--- config.mk ---
export PLATFORM = sky130hd
export DESIGN_NAME = irqc_top
export DESIGN_NICKNAME = d
export VERILOG_FILES = /design/src/rtl/irqc_pkg.sv /design/src/rtl/irqc_edge_det.sv /design/src/rtl/irqc_channel.sv /design/src/rtl/irqc_top.sv
export SDC_FILE = /design/constraint.sdc
export NUM_CORES = 1
export LEC_CHECK = 0
export ABC_AREA = 1
export ABC_CLOCK_PERIOD_IN_PS = 6100
export BUFFER_PORTS_ARGS = -buffer_cell sky130_fd_sc_hd__buf_4
export CORE_MARGIN = 2
export CORE_UTILIZATION = 35
export DETAILED_ROUTE_END_ITERATION = 10
export GPL_TIMING_DRIVEN = 1
export HOLD_SLACK_MARGIN = 0.06
export PLACE_DENSITY = 0.55
export SYNTH_ARGS = -nofsm -noshare
export SYNTH_HDL_FRONTEND = slang
export SYNTH_HIERARCHICAL = 1
export SYNTH_SLANG_ARGS = --single-unit
export TNS_END_PERCENT = 10
--- constraint.sdc ---
create_clock -name clk -period 6.1 [get_ports clk]
set_input_delay 0.915 -clock clk [delete_from_list [all_inputs] [get_ports clk]]
set_output_delay 0.915 -clock clk [all_outputs]
set_load 0.01 [all_outputs]
--- src/rtl/irqc_pkg.sv ---
package irqc_pkg;
  typedef enum logic {MODE_DIRECT = 1'b0, MODE_COUNT = 1'b1} chan_mode_e;

  localparam int unsigned ADDR_REFRESH = 4;
  localparam int unsigned ADDR_MASK    = 5;
  localparam int unsigned ADDR_CLEAR   = 6;
  localparam int unsigned ADDR_MODE    = 7;
  localparam int unsigned ADDR_PV_BASE = 8;
endpackage

--- src/rtl/irqc_edge_det.sv ---
module irqc_edge_det #(
  parameter int STAGES = 2
) (
  input  logic clk,
  input  logic rst_n,
  input  logic pin,
  output logic rise
);
  // sh[STAGES-1] is the synchronised level, sh[STAGES] its previous value
  logic [STAGES:0] sh;

  always_ff @(posedge clk) begin
    if (!rst_n) sh <= '0;
    else        sh <= {sh[STAGES-1:0], pin};
  end

  assign rise = sh[STAGES-1] & ~sh[STAGES];

  // an edge is one event, never two in a row
  p_single_event_r1: assert property (@(posedge clk) disable iff (!rst_n)
    rise |=> !rise);
endmodule

--- src/rtl/irqc_channel.sv ---
module irqc_channel
  import irqc_pkg::*;
#(
  parameter int DW = 16
) (
  input  logic          clk,
  input  logic          rst_n,
  input  logic          evt,
  input  logic          sv_we,
  input  logic [DW-1:0] sv_wdata,
  input  logic          refresh,
  input  logic          mask_we,
  input  logic          mask_val,
  input  logic          clr,
  input  logic          ack,
  output logic [DW-1:0] sv_q,
  output logic [DW-1:0] pv_q,
  output logic          cnt_mode,
  output logic          mask_q,
  output logic          pend_q,
  output logic          irq
);
  localparam logic [DW-1:0] ONE = DW'(1);

  logic [DW-1:0] live_q;
  chan_mode_e    mode_q;
  logic          wrap;
  logic          hit;

  assign cnt_mode = (mode_q == MODE_COUNT);
  assign wrap     = (pv_q == '0);
  assign hit      = evt & ~refresh & (~cnt_mode | wrap);
  assign irq      = pend_q & ~mask_q;

  always_ff @(posedge clk) begin
    if (!rst_n) begin
      sv_q   <= '0;
      live_q <= '0;
      pv_q   <= '0;
      mode_q <= MODE_DIRECT;
      mask_q <= 1'b1;
      pend_q <= 1'b0;
    end else begin
      if (sv_we) sv_q <= sv_wdata;
      if (refresh) begin
        live_q <= sv_q;
        pv_q   <= sv_q - ONE;
        mode_q <= MODE_COUNT;
        mask_q <= 1'b0;
      end else begin
        if (mask_we) begin
          mask_q <= mask_val;
          if (!mask_val) mode_q <= MODE_DIRECT;
        end
        if (cnt_mode && evt) pv_q <= wrap ? live_q - ONE : pv_q - ONE;
      end
      pend_q <= (pend_q & ~(clr | ack)) | hit;
    end
  end

  p_refresh_load_r3: assert property (@(posedge clk) disable iff (!rst_n)
    refresh |=> (pv_q == $past(sv_q) - ONE) && cnt_mode && !mask_q);

  p_count_hold_r4: assert property (@(posedge clk) disable iff (!rst_n)
    (!refresh && !(cnt_mode && evt)) |=> $stable(pv_q) && $stable(live_q));

  p_count_step_r5: assert property (@(posedge clk) disable iff (!rst_n)
    (cnt_mode && evt && !wrap && !refresh) |=> pv_q == $past(pv_q) - ONE);

  p_wrap_reload_r5: assert property (@(posedge clk) disable iff (!rst_n)
    (cnt_mode && evt && wrap && !refresh) |=> pend_q && (pv_q == $past(live_q) - ONE));

  p_direct_edge_r2: assert property (@(posedge clk) disable iff (!rst_n)
    (!cnt_mode && evt && !refresh) |=> pend_q);

  p_plain_unmask_r8: assert property (@(posedge clk) disable iff (!rst_n)
    (mask_we && !mask_val && !refresh) |=> !cnt_mode && !mask_q);

  p_clear_pending_r9: assert property (@(posedge clk) disable iff (!rst_n)
    ((ack || clr) && !hit) |=> !pend_q);
endmodule

--- src/rtl/irqc_top.sv ---
module irqc_top
  import irqc_pkg::*;
#(
  parameter int NCH  = 4,
  parameter int DW   = 16,
  parameter int AW   = 4,
  parameter int SYNC = 2
) (
  input  logic           clk,
  input  logic           rst_n,
  input  logic [NCH-1:0] in_pin,
  input  logic           bus_we,
  input  logic [AW-1:0]  bus_addr,
  input  logic [DW-1:0]  bus_wdata,
  output logic [DW-1:0]  bus_rdata,
  output logic [NCH-1:0] irq_req,
  input  logic [NCH-1:0] irq_ack
);
  logic [NCH-1:0] evt;
  logic [NCH-1:0] mode_vec, mask_vec, pend_vec;
  logic [DW-1:0]  sv_arr [NCH];
  logic [DW-1:0]  pv_arr [NCH];

  logic wr_refresh, wr_mask, wr_clear;
  assign wr_refresh = bus_we && (bus_addr == AW'(ADDR_REFRESH));
  assign wr_mask    = bus_we && (bus_addr == AW'(ADDR_MASK));
  assign wr_clear   = bus_we && (bus_addr == AW'(ADDR_CLEAR));

  for (genvar c = 0; c < NCH; c++) begin : g_ch
    irqc_edge_det #(.STAGES(SYNC)) u_edge (
      .clk  (clk),
      .rst_n(rst_n),
      .pin  (in_pin[c]),
      .rise (evt[c])
    );

    irqc_channel #(.DW(DW)) u_chan (
      .clk     (clk),
      .rst_n   (rst_n),
      .evt     (evt[c]),
      .sv_we   (bus_we && (bus_addr == AW'(c))),
      .sv_wdata(bus_wdata),
      .refresh (wr_refresh && !bus_wdata[c]),
      .mask_we (wr_mask),
      .mask_val(bus_wdata[c]),
      .clr     (wr_clear && bus_wdata[c]),
      .ack     (irq_ack[c]),
      .sv_q    (sv_arr[c]),
      .pv_q    (pv_arr[c]),
      .cnt_mode(mode_vec[c]),
      .mask_q  (mask_vec[c]),
      .pend_q  (pend_vec[c]),
      .irq     (irq_req[c])
    );
  end

  always_comb begin
    bus_rdata = '0;
    if (bus_addr == AW'(ADDR_MASK)) bus_rdata[NCH-1:0] = mask_vec;
    if (bus_addr == AW'(ADDR_CLEAR)) bus_rdata[NCH-1:0] = pend_vec;
    if (bus_addr == AW'(ADDR_MODE)) bus_rdata[NCH-1:0] = mode_vec;
    for (int i = 0; i < NCH; i++) begin
      if (bus_addr == AW'(i)) bus_rdata = sv_arr[i];
      if (bus_addr == AW'(ADDR_PV_BASE + i)) bus_rdata = pv_arr[i];
    end
  end

  // first cycle out of reset shows every channel masked and quiet
  p_reset_quiet_r10: assert property (@(posedge clk)
    $rose(rst_n) |-> (mask_vec == '1) && (pend_vec == '0) && (mode_vec == '0));
endmodule

# Word-level counts from Yosys, hierarchy flattened
# Index checks and enable logic that the tools add are counted.
# Widths: inputs -> output; s select.
totals:
  reg_bits: 216
op_classes:
  mux: 43
  addsub: 12
  n_bitwise: 52
  n_eq_ne: 15
  n_reduce_logical: 40
ops:
  columns: ["op", "count"]
  rows:
  - ["$mux 16", 20]
  - ["$sub 16x1->16 const B", 12]
  - ["$logic_not 16->1", 4]
  - ["$and 1x1->1", 20]
  - ["$mux 1", 20]
  - ["$not 1->1", 20]
  - ["$logic_and 1x1->1", 19]
  - ["$eq 4x3->1 const B", 4]
  - ["$eq 4x4->1 const B", 4]
  - ["$reduce_bool 2->1", 8]
  - ["$mux 4", 3]
  - ["$or 1x1->1", 12]
  - ["$eq 4x2->1 const B", 2]
  - ["$ne 2x1->1 const B", 4]
  - ["$reduce_and 2->1", 4]
  - ["$eq 4x1->1 const B", 1]
  - ["$logic_not 1->1", 4]
  - ["$logic_not 4->1", 1]

# Logic depth before layout (Yosys ltp)
# Gate-level depths: netlist of the first run.
depth:
  ltp_word: 12
  depth_mapped: 20

# Modules after synthesis
# The synthesis of the first run kept the hierarchy.
by_module_without_submodules:
  columns: ["module", "seq_area_each_um2", "instances", "cells_each", "area_per_inst_um2"]
  rows:
  - ["irqc_channel", 1021.0, 4, 414, 2713.9]
  - ["irqc_top", 0.0, 1, 266, 1218.7]
  - ["irqc_edge_det", 60.1, 4, 11, 92.6]

# Worst setup path after synthesis of the first run
# Ideal clock, no wire load.
synth_timing:
  kind: "input to register"
  from: "in bus_addr[0]"
  to: "reg g_ch[0].u_chan.pv_q[14]"
  slack_ns: 3.098
  path_buffers: 2
  stages: 19
  arrival_time_ns: 2.893
  cell_sequence: "nor2_2 buf_2 nand3_1 nor2_1 buf_2 clkinv_1 nand3_1 nand2_1 inv_1 ha_1 inv_1 nor2_4 nand2_1 nor2_2 nand2_1 nand2_1 nand3_1 nand2_1 inv_1"
synth_between:
  elab_chain_len: 4
  elab_cells_between_ends: 5
  classes_between: "eq/ne: 1; mux: 1; reduce/logical: 3"
synth_rtl:
  columns: ["item", "line_no", "source"]
  rows:
  - ["from (decl)", "irqc_top.sv:13", "input logic [AW-1:0] bus_addr,"]
  - ["$eq 4x3->1 *", "irqc_top.sv:25", "assign wr_refresh = bus_we && (bus_addr == AW'(ADDR_REFRESH));"]
  - ["$logic_and 1x1->1 *", "irqc_top.sv:25", null]
  - ["$logic_and 1x1->1 *", "irqc_top.sv:43", ".refresh (wr_refresh && !bus_wdata[c]),"]
  - ["$mux 16 / $reduce_bool 2->1 (equally long branches)", null, null]
  - ["to (signal assigned)", "irqc_channel.sv:47", "pv_q <= sv_q - ONE;"]
  - ["to (signal assigned)", "irqc_channel.sv:55", "if (cnt_mode && evt) pv_q <= wrap ? live_q - ONE : pv_q - ONE;"]
  - ["to (decl)", "irqc_channel.sv:17", "output logic [DW-1:0] pv_q,"]
# Every way passes the cells marked *; elsewhere a longest branch is shown, timed or not.
# A chain may end at the register's enable or synchronous reset.

# Worst setup path after layout of the first run
layout_timing:
  from: "in bus_addr[3]"
  to: "out bus_rdata[12]"
layout_between:
  elab_chain_len: 9
  elab_cells_between_ends: 16
  classes_between: "eq/ne: 7; mux: 8; reduce/logical: 1"
layout_rtl:
  columns: ["item", "line_no", "source"]
  rows:
  - ["$logic_not 4->1", "irqc_top.sv:63", "if (bus_addr == AW'(i)) bus_rdata = sv_arr[i];"]
  - ["$mux 16", "irqc_top.sv:63", null]
  - ["$mux 16", "irqc_top.sv:64", "if (bus_addr == AW'(ADDR_PV_BASE + i)) bus_rdata = pv_arr[i];"]
  - ["$mux 16", "irqc_top.sv:63", null]
  - ["$mux 16", "irqc_top.sv:64", null]
  - ["$mux 16", "irqc_top.sv:63", null]
  - ["$mux 16", "irqc_top.sv:64", null]
  - ["$mux 16", "irqc_top.sv:63", null]
  - ["$mux 16 *", "irqc_top.sv:64", null]
  - ["to (decl)", "irqc_top.sv:15", "output logic [DW-1:0] bus_rdata,"]
# Marks and branches as above.

==> metrics.txt, run 1 <==
Num CTS Buffers 28; vias in the first global route 11,300; post-CTS sizing 0; total power 4.06 mW; Final HPWL DP 29,900 um; Clock Latency Late Sink 0.55 ns; ranking of synthesized cells by area dfxtp_1 (35%), nand2_1 (16%), nor2_1 (7.6%); clock root cell clkbuf_16; port bufs 50; max_slew headroom 28.7%; GPL Wtd Cong 0.885; Clk pwr share 40.5%; starting density of the core 35.2%; routed wire length 41,100 um; Max Slew Vio Count 0; status finished, final reports clean; CTS tree done; Bufs and invs on worst path 3; power per cell area 291 nW/um^2; P_sw 1.33 mW; CTS H-tree depth 1; first-pass GRT wire length 64,100 um; CP max stage cell nor2_2; CTS Buffer Depth 3; post-detailed-route count of antenna-violating nets 0; via count 12,400; top-count cell post-synth nand2_1; critical-path cell list buf_4, nor2_2, nand2_1, inv_2, a21oi_1, nand3_1, o21ai_0, nand3_1, buf_4; ys flop type dfxtp_1; Chip Width 193 um; Post-Synthesis Cell Area 12,400 sq um; Final Net Count 2,017; post-CTS setup buffers 0; CP delay by family, top simple AND/OR/NAND/NOR gates; wire per inst 16.7 um; sw frac 32.8%; Yosys top cell area share 34.7%; final hold vios 0; Comb pwr share 23.6%; Die Span Y 193 um; CP required 5.18 ns; Area Overhead vs Synth 12.3%; max incr delay on CP 0.58 ns; pre-CTS setup slack 1.62 ns; syn_area_per_cell 6.33 sq um; Async S/R FF share, synth 0%; filler cell count 3,762; synthesis warning total 6; clock sinks 216; vias per cell 5.03; final setup fails 0; Worst setup SP type primary input; Leak 6.52 nW; diode count 0; crit path kind primary input to output pin; setup TNS 0 ns; Sequential Power Share 35.8%; top cell types by occurrence after synthesis nand2_1 (530), nor2_1 (253), inv_1 (229); # IOs 51; fin crit share 65.3%; Hold Buf Count CTS 0; die area 37,100 sq um; area leader, netlist dfxtp_1; Clk pin slew, worst setup/hold paths 0.06 ns; GRT Util Overall 22.3%; maximum vdd drop 211 uV; post-route insts no fill 2,464; post-synthesis sequential area ratio 34.7%; Worst Clk Skew 0.00635 ns; initial antenna violation count 0; P_int 2.73 mW; share of cells above drive strength 1 11.4%; Worst Path Max Fanout 16; drt first pass iters 6; Post-synth EDFFs 0; gr ovfl total 0; Placeable Area 35,300 sq um; synthesized flop and latch total 216; HP Class register to register; fin crit period 3.98 ns; worst hold slack 0.412 ns; Slew @ Worst Pin 1.07 ns; Iter 0 DRT Violations 1,278; Post-Syn Nets 2,001; placed cells 2,413; Residual DRC 0; synth unique cells 36; Critical Path AT 3.07 ns; maxcap violations 0; fmax 251 MHz; Rows 69; crit end category output pin; Worst Setup Slack, final 2.12 ns; RSZ-0062 raised after global routing false; largest net degree at the start of global routing 74; cell count after synthesis 1,966
==> power groups by stage <==
stage	combinational [mW]	sequential, mW	clock (mW)
2_1_floorplan	0.764	1.47	0
3_3_place_gp	0.948	1.49	0
3_5_place_dp	0.954	1.49	0
4_1_cts	0.958	1.45	1.68
5_1_grt	1.08	1.46	1.74
6_report	0.961	1.46	1.65
==> cells by family (layout without fill, tap and decap cells) <==
kind of cell / after synthesis / in the layout / share of synthesized area [%]
simple gates: 1131 / 1131 / 41.8
flops: 216 / 216 / 34.7
xor+xnor: 4 / 4 / 0.281
fa+ha+maj: 4 / 4 / 0.402
buf+inv: 327 / 364 / 11.0
compound gates: 284 / 284 / 11.8
==> cell usage in the layout, fill, tap and decap left out, types with 7 or more instances in the layout <==
cell type,n
dfxtp_1,216
nand2_2,29
a31oi_1,12
nand2_1,530
buf_4,64
nand3_1,184
nor2_1,253
clkbuf_16,29
clkbuf_8,7
nand4_1,16
nor2_4,31
inv_1,229
clkinv_1,8
inv_2,8
nand2_4,8
a21oi_1,110
clkinv_2,11
nor2_2,24
clkbuf_1,7
o21ai_0,151
nand3b_1,34
==> layout make-up <==
cell class,instances,area [sq um],area share [%]
flip-flops and latches,216,4320,30.9
clock inverters,8,65.1,0.465
well taps,461,577,4.13
multi-input cells,1423,6750,48.3
inverters,249,940,6.72
clock buffers,43,848,6.07
repair buffers,64,480,3.44
==> tightest hold or removal path: stages, from the launching register on <==
cell     delay, ns
dfxtp_1       0.30
nand2_1       0.04
inv_1         0.04
==> per-layer routing <==
| metal | track usage [%] | wire length (um) | vias to the layer above |
|---|---|---|---|
| met1 | 31.3 | 19200 | 5731 |
| met5 | 0 | 0 | - |
| met3 | 2.75 | 2230 | 67 |
| met4 | 6.87 | 1110 | 0 |
| li1 | - | - | 6222 |
| met2 | 35.7 | 18600 | 378 |
==> stage by stage <==
step	util [%]	area (sq um)
after floorplan	-	12400
after global placement	37.0	13100
after detailed placement	37.0	13100
after CTS	39.6	14000
after global routing	39.6	14000
final	39.6	14000
==> state kept, by name, indices dropped and copies added, names as in the netlist <==
name,cells
g_ch.u_chan/pend_q,4
g_ch.u_chan/cnt_mode,4
g_ch.u_chan/pv_q,64
g_ch.u_chan/live_q,64
g_ch.u_chan/sv_q,64
g_ch.u_edge/sh,12
g_ch.u_chan/mask_q,4
==> path summary, 6_finish.rpt <==
kind | endpoint | depth (start not counted) | slack, ns | startpoint
max | bus_rdata[12] | 9 | 2.12 | bus_addr[3]
min | g_ch[0].u_edge/sh[1]$_SDFF_PN0_ | 2 | 0.41 | g_ch[0].u_edge/sh[0]$_SDFF_PN0_
min reg2reg | g_ch[0].u_edge/sh[1]$_SDFF_PN0_ | 2 | 0.41 | g_ch[0].u_edge/sh[0]$_SDFF_PN0_
max reg2reg | g_ch[1].u_chan/pv_q[14]$_SDFFE_PN0P_ | 18 | 3.24 | g_ch[1].u_chan/pv_q[8]$_SDFFE_PN0P_
Note: power is estimated with default switching activity, not from simulation.
==> run 2: changes to the inputs <==
--- a/config.mk
+++ b/config.mk
@@ -6,7 +6,7 @@
 export NUM_CORES = 1
 export LEC_CHECK = 0
 export ABC_AREA = 1
-export ABC_CLOCK_PERIOD_IN_PS = 6100
+export ABC_CLOCK_PERIOD_IN_PS = 3840
 export BUFFER_PORTS_ARGS = -buffer_cell sky130_fd_sc_hd__buf_4
 export CORE_MARGIN = 2
 export CORE_UTILIZATION = 35
==> constraint.sdc (replaced) <==
create_clock -name clk -period 3.84 [get_ports clk]
set_input_delay 0.576 -clock clk [delete_from_list [all_inputs] [get_ports clk]]
set_output_delay 0.576 -clock clk [all_outputs]
set_load 0.01 [all_outputs]
==> metrics.txt, run 2 (synthesis gave the netlist of run 1 again) <==
Rows 69 (unchanged); multi-input combinational cell area 6750 sq um (unchanged); routed wire length 41,400 um (+0.59%); clock root cell clkbuf_16; crit path kind primary input to output pin; biggest regs g_ch.u_chan/live_q (64), g_ch.u_chan/pv_q (64), g_ch.u_chan/sv_q (64); CTS tree done; Worst setup SP type primary input; Placeable Area 35,300 sq um (unchanged); Hold Buf Count CTS 0 (unchanged); Iter 0 DRT Violations 1,055 (-17%); Num CTS Buffers 27 (-3.6%); Chip Width 193 um (unchanged); Die Span Y 193 um (unchanged); # IOs 51 (unchanged); Worst Clk Skew 0.0288 ns (+0.0224 ns); RSZ-0062 raised after global routing false; initial antenna violation count 0 (unchanged); setup slack, reg-to-reg 0.98 ns (-2.26 ns); GRT Util Overall 22.4% (about the same); first-pass GRT wire length 64,200 um (+0.13%); maximum vdd drop 353 uV (+67%); Leak 6.63 nW (+1.6%); most common cell after layout, fill and taps aside nand2_1; max_slew headroom 58.1% (+29 points); Seq. cell area 4320 sq um (unchanged); via count 12,400 (+0.39%); starting density of the core 35.2% (unchanged); post-CTS setup buffers 0 (unchanged); CTS Buffer Depth 3 (unchanged); clock sinks 216 (unchanged); Worst Path Max Fanout 16 (unchanged); post-CTS sizing 0 (unchanged); status finished, final reports clean; CP required 3.26 ns (-1.92 ns); power per cell area 470 nW/um^2 (+62%); fin crit share 76.2%; Max Slew Vio Count 0 (unchanged); worst flop-to-flop path startpoint g_ch[2].u_chan/pv_q[3]$_SDFFE_PN0P_; Clk pin slew, worst setup/hold paths 0.06 ns (about the same); post-detailed-route count of antenna-violating nets 0 (unchanged); drt first pass iters 5 (-1); die area 37,100 sq um (unchanged); Final HPWL DP 30,200 um (+0.99%); total power 6.66 mW (+64%); r2r worst-path depth 18 (unchanged); GPL Wtd Cong 0.886 (+0.14%); port bufs 50 (unchanged); final setup fails 0 (unchanged); Finished Cell Area 14,200 sq um (+1.4%); most frequent cells in the layout nand2_1 (530), nor2_1 (253), inv_1 (229), dfxtp_1 (216), nand3_1 (184); share of cells above drive strength 1 12.2% (+0.86 points); filler cell count 3,780 (+0.48%); vias in the first global route 11,200 (-0.26%); worst hold slack 0.203 ns (-0.209 ns); vias per cell 5.02 (-0.22%); wire per inst 16.7 um (about the same); setup TNS 0 ns (unchanged); Final Net Count 2,032 (+0.74%); Post-DP Area 13,200 sq um (+0.92%); Area Overhead vs Synth 13.9%; Critical Path AT 2.35 ns (-0.72 ns); maxcap violations 0 (unchanged); largest net degree at the start of global routing 52 (-30%); Residual DRC 0 (unchanged); CTS H-tree depth 1 (unchanged); Worst Setup SP bus_addr[3]; gr ovfl total 0 (unchanged); final hold vios 0 (unchanged); diode count 0 (unchanged); Clock Latency Late Sink 0.55 ns (about the same); HP Class primary input to register; Reg-to-Reg End g_ch[2].u_chan/pv_q[14]$_SDFFE_PN0P_; fmax 342 MHz; crit end category output pin; Worst Setup EP bus_rdata[14]; Slew @ Worst Pin 0.624 ns (-0.442 ns); fin crit period 2.93 ns
-- run 2: cell count changes in the layout (fill, tap and decap cells not counted), sizes merged --
cell      previous run  this run
clkinv              19        16
bufinv               1         5
clkinvlp             0         2
buf                 64        80
inv                237       238
clkbuf              43        38
-- run 2: how the worst min path moves through the flow --
stage / from / cells after the start / end
finish: in_pin[3] / 3 / g_ch[3].u_edge/sh[0]$_SDFF_PN0_
global route: in_pin[3] / 3 / g_ch[3].u_edge/sh[0]$_SDFF_PN0_
CTS: in_pin[3] / 3 / g_ch[3].u_edge/sh[0]$_SDFF_PN0_
detailed placement: g_ch[0].u_edge/sh[0]$_SDFF_PN0_ / 2 / g_ch[0].u_edge/sh[1]$_SDFF_PN0_
global placement: g_ch[0].u_edge/sh[0]$_SDFF_PN0_ / 2 / g_ch[0].u_edge/sh[1]$_SDFF_PN0_
floorplan: g_ch[0].u_edge/sh[0]$_SDFF_PN0_ / 2 / g_ch[0].u_edge/sh[1]$_SDFF_PN0_
-- run 2: per-stage QoR --
stage	setup slack, ns	utilization, %	cells
global route	0.709	40.2	2479
detailed placement	0.808	37.3	2429
finish	0.912	40.2	2479
global placement	0.852	37.3	2429
CTS	0.945	40.2	2479
floorplan	1.18	-	1966
-- run 2: routing by layer --
layer / global-route usage (%) / wire length [um] / vias to the layer above
met5: 0 / 0 / -
met4: 5.46 / 1010 / 0
met3: 3.71 / 2540 / 58
met2: 35.4 / 18400 / 329
met1: 31.6 / 19400 / 5799
li1: - / - / 6260
-- run 2: area by class of cell --
type | instances | area share [%]
clock inverter | 12 | 1.37
timing repair buffer | 80 | 4.24
sequential | 216 | 30.5
inverter | 249 | 6.63
clock buffer | 38 | 5.62
multi-input combinational | 1423 | 47.6
tap | 461 | 4.07
-- run 2: power by group --
| part | total (mW) | leakage (nW) | internal [mW] | switching [mW] |
|---|---|---|---|---|
| logic | 1.53 | 4.40 | 0.498 | 1.03 |
| clock network | 2.82 | 0.485 | 1.78 | 1.04 |
| registers | 2.31 | 1.75 | 2.28 | 0.0374 |
| total | 6.66 | 6.63 | 4.55 | 2.11 |
-- run 2: worst max-delay path, cell delays in order --
cell     delay, ns
buf_4         0.11
nor2_2        0.04
buf_4         0.19
nand2_1       0.44
inv_2         0.22
a21oi_1       0.18
nand3_1       0.10
o21ai_1       0.16
nand3_1       0.15
buf_4         0.17
==> run 3: changes to the inputs <==
--- a/config.mk
+++ b/config.mk
@@ -6,7 +6,7 @@
 export NUM_CORES = 1
 export LEC_CHECK = 0
 export ABC_AREA = 1
-export ABC_CLOCK_PERIOD_IN_PS = 3840
+export ABC_CLOCK_PERIOD_IN_PS = 2850
 export BUFFER_PORTS_ARGS = -buffer_cell sky130_fd_sc_hd__buf_4
 export CORE_MARGIN = 2
 export CORE_UTILIZATION = 35
==> constraint.sdc (replaced) <==
create_clock -name clk -period 2.85 [get_ports clk]
set_input_delay 0.4275 -clock clk [delete_from_list [all_inputs] [get_ports clk]]
set_output_delay 0.4275 -clock clk [all_outputs]
set_load 0.01 [all_outputs]
==> metrics.txt, run 3 (synthesis gave the netlist of run 1 again) <==
CP max stage cell dfxtp_1; Area Overhead vs Synth 16.0%; max incr delay on CP 0.39 ns (-0.05 ns); CTS Buffer Depth 3 (unchanged); Residual DRC 0 (unchanged); CP delay by family, top simple AND/OR/NAND/NOR gates; post-CTS setup buffers 0 (unchanged); clock sinks 216 (unchanged); Post-DP Area 13,500 sq um (+2.4%); Clk pwr share 40.4% (-1.9 points); fmax 398 MHz; Rows 69 (unchanged); Critical Path AT 2.95 ns (+0.60 ns); wire per inst 16.8 um (+0.38%); diode count 0 (unchanged); Final Net Count 2,067 (+1.7%); final hold vios 0 (unchanged); routed wire length 42,100 um (+1.7%); most common cell after layout, fill and taps aside nand2_1; first-pass GRT wire length 66,000 um (+2.8%); # IOs 51 (unchanged); vias per cell 5.02 (about the same); Leak 6.81 nW (+2.7%); RSZ-0062 raised after global routing false; Slew @ Worst Pin 0.621 ns (-0.00326 ns); critical-path cell list nor2_1, nand2_1, nor2_4, nand2_2, or2_0, nand2_1, nand2_2, clkinv_2, ha_1, inv_1, nor2_4, nand2_1, nor2_2, nand2_1, nand2_1, nand3_1, nand2_1, inv_1; CP required 3.28 ns (+0.02 ns); worst hold slack 0.0901 ns (-0.113 ns); GPL Wtd Cong 0.930 (+5.0%); clock root cell clkbuf_16; maximum vdd drop 444 uV (+26%); Num CTS Buffers 27 (unchanged); fin crit share 88.2%; port bufs 50 (unchanged); Hold Buf Count CTS 2 (+2); biggest regs g_ch.u_chan/live_q (64), g_ch.u_chan/pv_q (64), g_ch.u_chan/sv_q (64); Comb pwr share 24.2% (+1.3 points); status finished, final reports clean; Worst Setup SP g_ch[2].u_chan/pv_q[15]$_SDFFE_PN0P_; largest net degree at the start of global routing 43 (-17%); P_int 5.97 mW (+31%); Worst setup SP type register; Sequential Power Share 35.4% (+0.7 points); setup TNS 0 ns (unchanged); initial antenna violation count 0 (unchanged); gr ovfl total 0 (unchanged); filler cell count 3,734 (-1.2%); maxcap violations 0 (unchanged); worst flop-to-flop path startpoint g_ch[2].u_chan/pv_q[15]$_SDFFE_PN0P_; max_slew headroom 58.4% (+0.22 points); share of cells above drive strength 1 13.6% (+1.3 points); Final Util 40.9% (+0.74 points); HP Class primary input to register; Clk pin slew, worst setup/hold paths 0.06 ns (about the same); Worst Clk Skew 0.00995 ns (-0.0188 ns); die area 37,100 sq um (unchanged); Clock Latency Late Sink 0.53 ns (-0.02 ns); Finished Cell Area 14,400 sq um (+1.9%); CTS H-tree depth 1 (unchanged); CP dominant cell by count nand2_1; crit end category register; Worst Min Path Start in_pin[3]; P_sw 2.83 mW (+34%); sw frac 32.1% (+0.50 points); post-detailed-route count of antenna-violating nets 0 (unchanged); Worst Path Max Fanout 16 (unchanged); placed cells 2,462 (+1.4%); most frequent cells in the layout nand2_1 (530), nor2_1 (253), inv_1 (229), dfxtp_1 (216), nand3_1 (184); starting density of the core 35.2% (unchanged); Iter 0 DRT Violations 1,082 (+2.6%); drt first pass iters 5 (unchanged); vias in the first global route 11,600 (+3.1%); Max Slew Vio Count 0 (unchanged); post-route insts no fill 2,512 (+1.3%); GRT Util Overall 22.9% (+0.59 points); via count 12,600 (+1.3%); CTS tree done; Die Span Y 193 um (unchanged); power per cell area 609 nW/um^2 (+30%); crit path kind register to register; Chip Width 193 um (unchanged); fin crit period 2.51 ns; post-CTS sizing 0 (unchanged); Bufs and invs on worst path 3 (-1); final setup fails 0 (unchanged); Placeable Area 35,300 sq um (unchanged); Final HPWL DP 31,300 um (+3.6%)
[run 3: changes by cell type in the layout (fill, tap and decap cells not counted)]
cell / change
buf_12: +5
clkinv_2: +1
inv_6: -1
dlygate4sd3_1: +2
clkinvlp_4: -2
clkbuf_8: +3
bufinv_16: -3
buf_4: +28
[run 3: per-stage QoR]
stage / power [mW] / worst slack (ns)
floorplan: 4.79 / 0.336
global placement: 5.27 / 0.234
detailed placement: 5.29 / 0.193
CTS: 8.87 / 0.335
global route: 9.26 / 0.128
finish: 8.80 / 0.335
[run 3: worst register-to-register path: cells and delay by family (launching register included)]
family	cells	cell delay, ns
adder cells (fa/ha/maj)	1	0.15
buffers and inverters	3	0.17
flip-flops	1	0.39
AND/OR/NAND/NOR	14	1.71
[run 3: cell type report]
class / instances / area [sq um] / area share [%]
clock inverters: 7 / 85.1 / 0.589
clock buffers: 41 / 838 / 5.81
multi-input cells: 1423 / 6750 / 46.7
repair buffers: 115 / 931 / 6.45
well taps: 461 / 577 / 3.99
flip-flops and latches: 216 / 4320 / 29.9
inverters: 249 / 940 / 6.51
[run 3: final timing paths]
path,end,slack [ns],cells past startpoint
hold / removal,g_ch[3].u_edge/sh[0]$_SDFF_PN0_,0.09,3
hold reg to reg,g_ch[0].u_edge/sh[1]$_SDFF_PN0_,0.41,2
setup / recovery,g_ch[2].u_chan/pv_q[14]$_SDFFE_PN0P_,0.34,18
setup reg to reg,g_ch[2].u_chan/pv_q[14]$_SDFFE_PN0P_,0.34,18
[run 3: layer usage]
metal | global-route usage (%) | share of wire (%) | wire length, um | vias up
met5 | 0 | 0 | 0 | -
met4 | 5.40 | 2.0 | 858 | 0
met3 | 2.07 | 6.2 | 2590 | 56
met2 | 36.8 | 45 | 18900 | 383
met1 | 33.1 | 47 | 19800 | 5825
li1 | - | - | - | 6338
[run 3: power by group through the flow]
stage	clock, mW	combinational, mW	sequential, mW
after floorplan	0	1.64	3.16
after global placement	0	2.10	3.18
after detailed placement	0	2.11	3.18
after CTS	3.63	2.13	3.11
after global routing	3.74	2.40	3.12
final	3.56	2.13	3.11
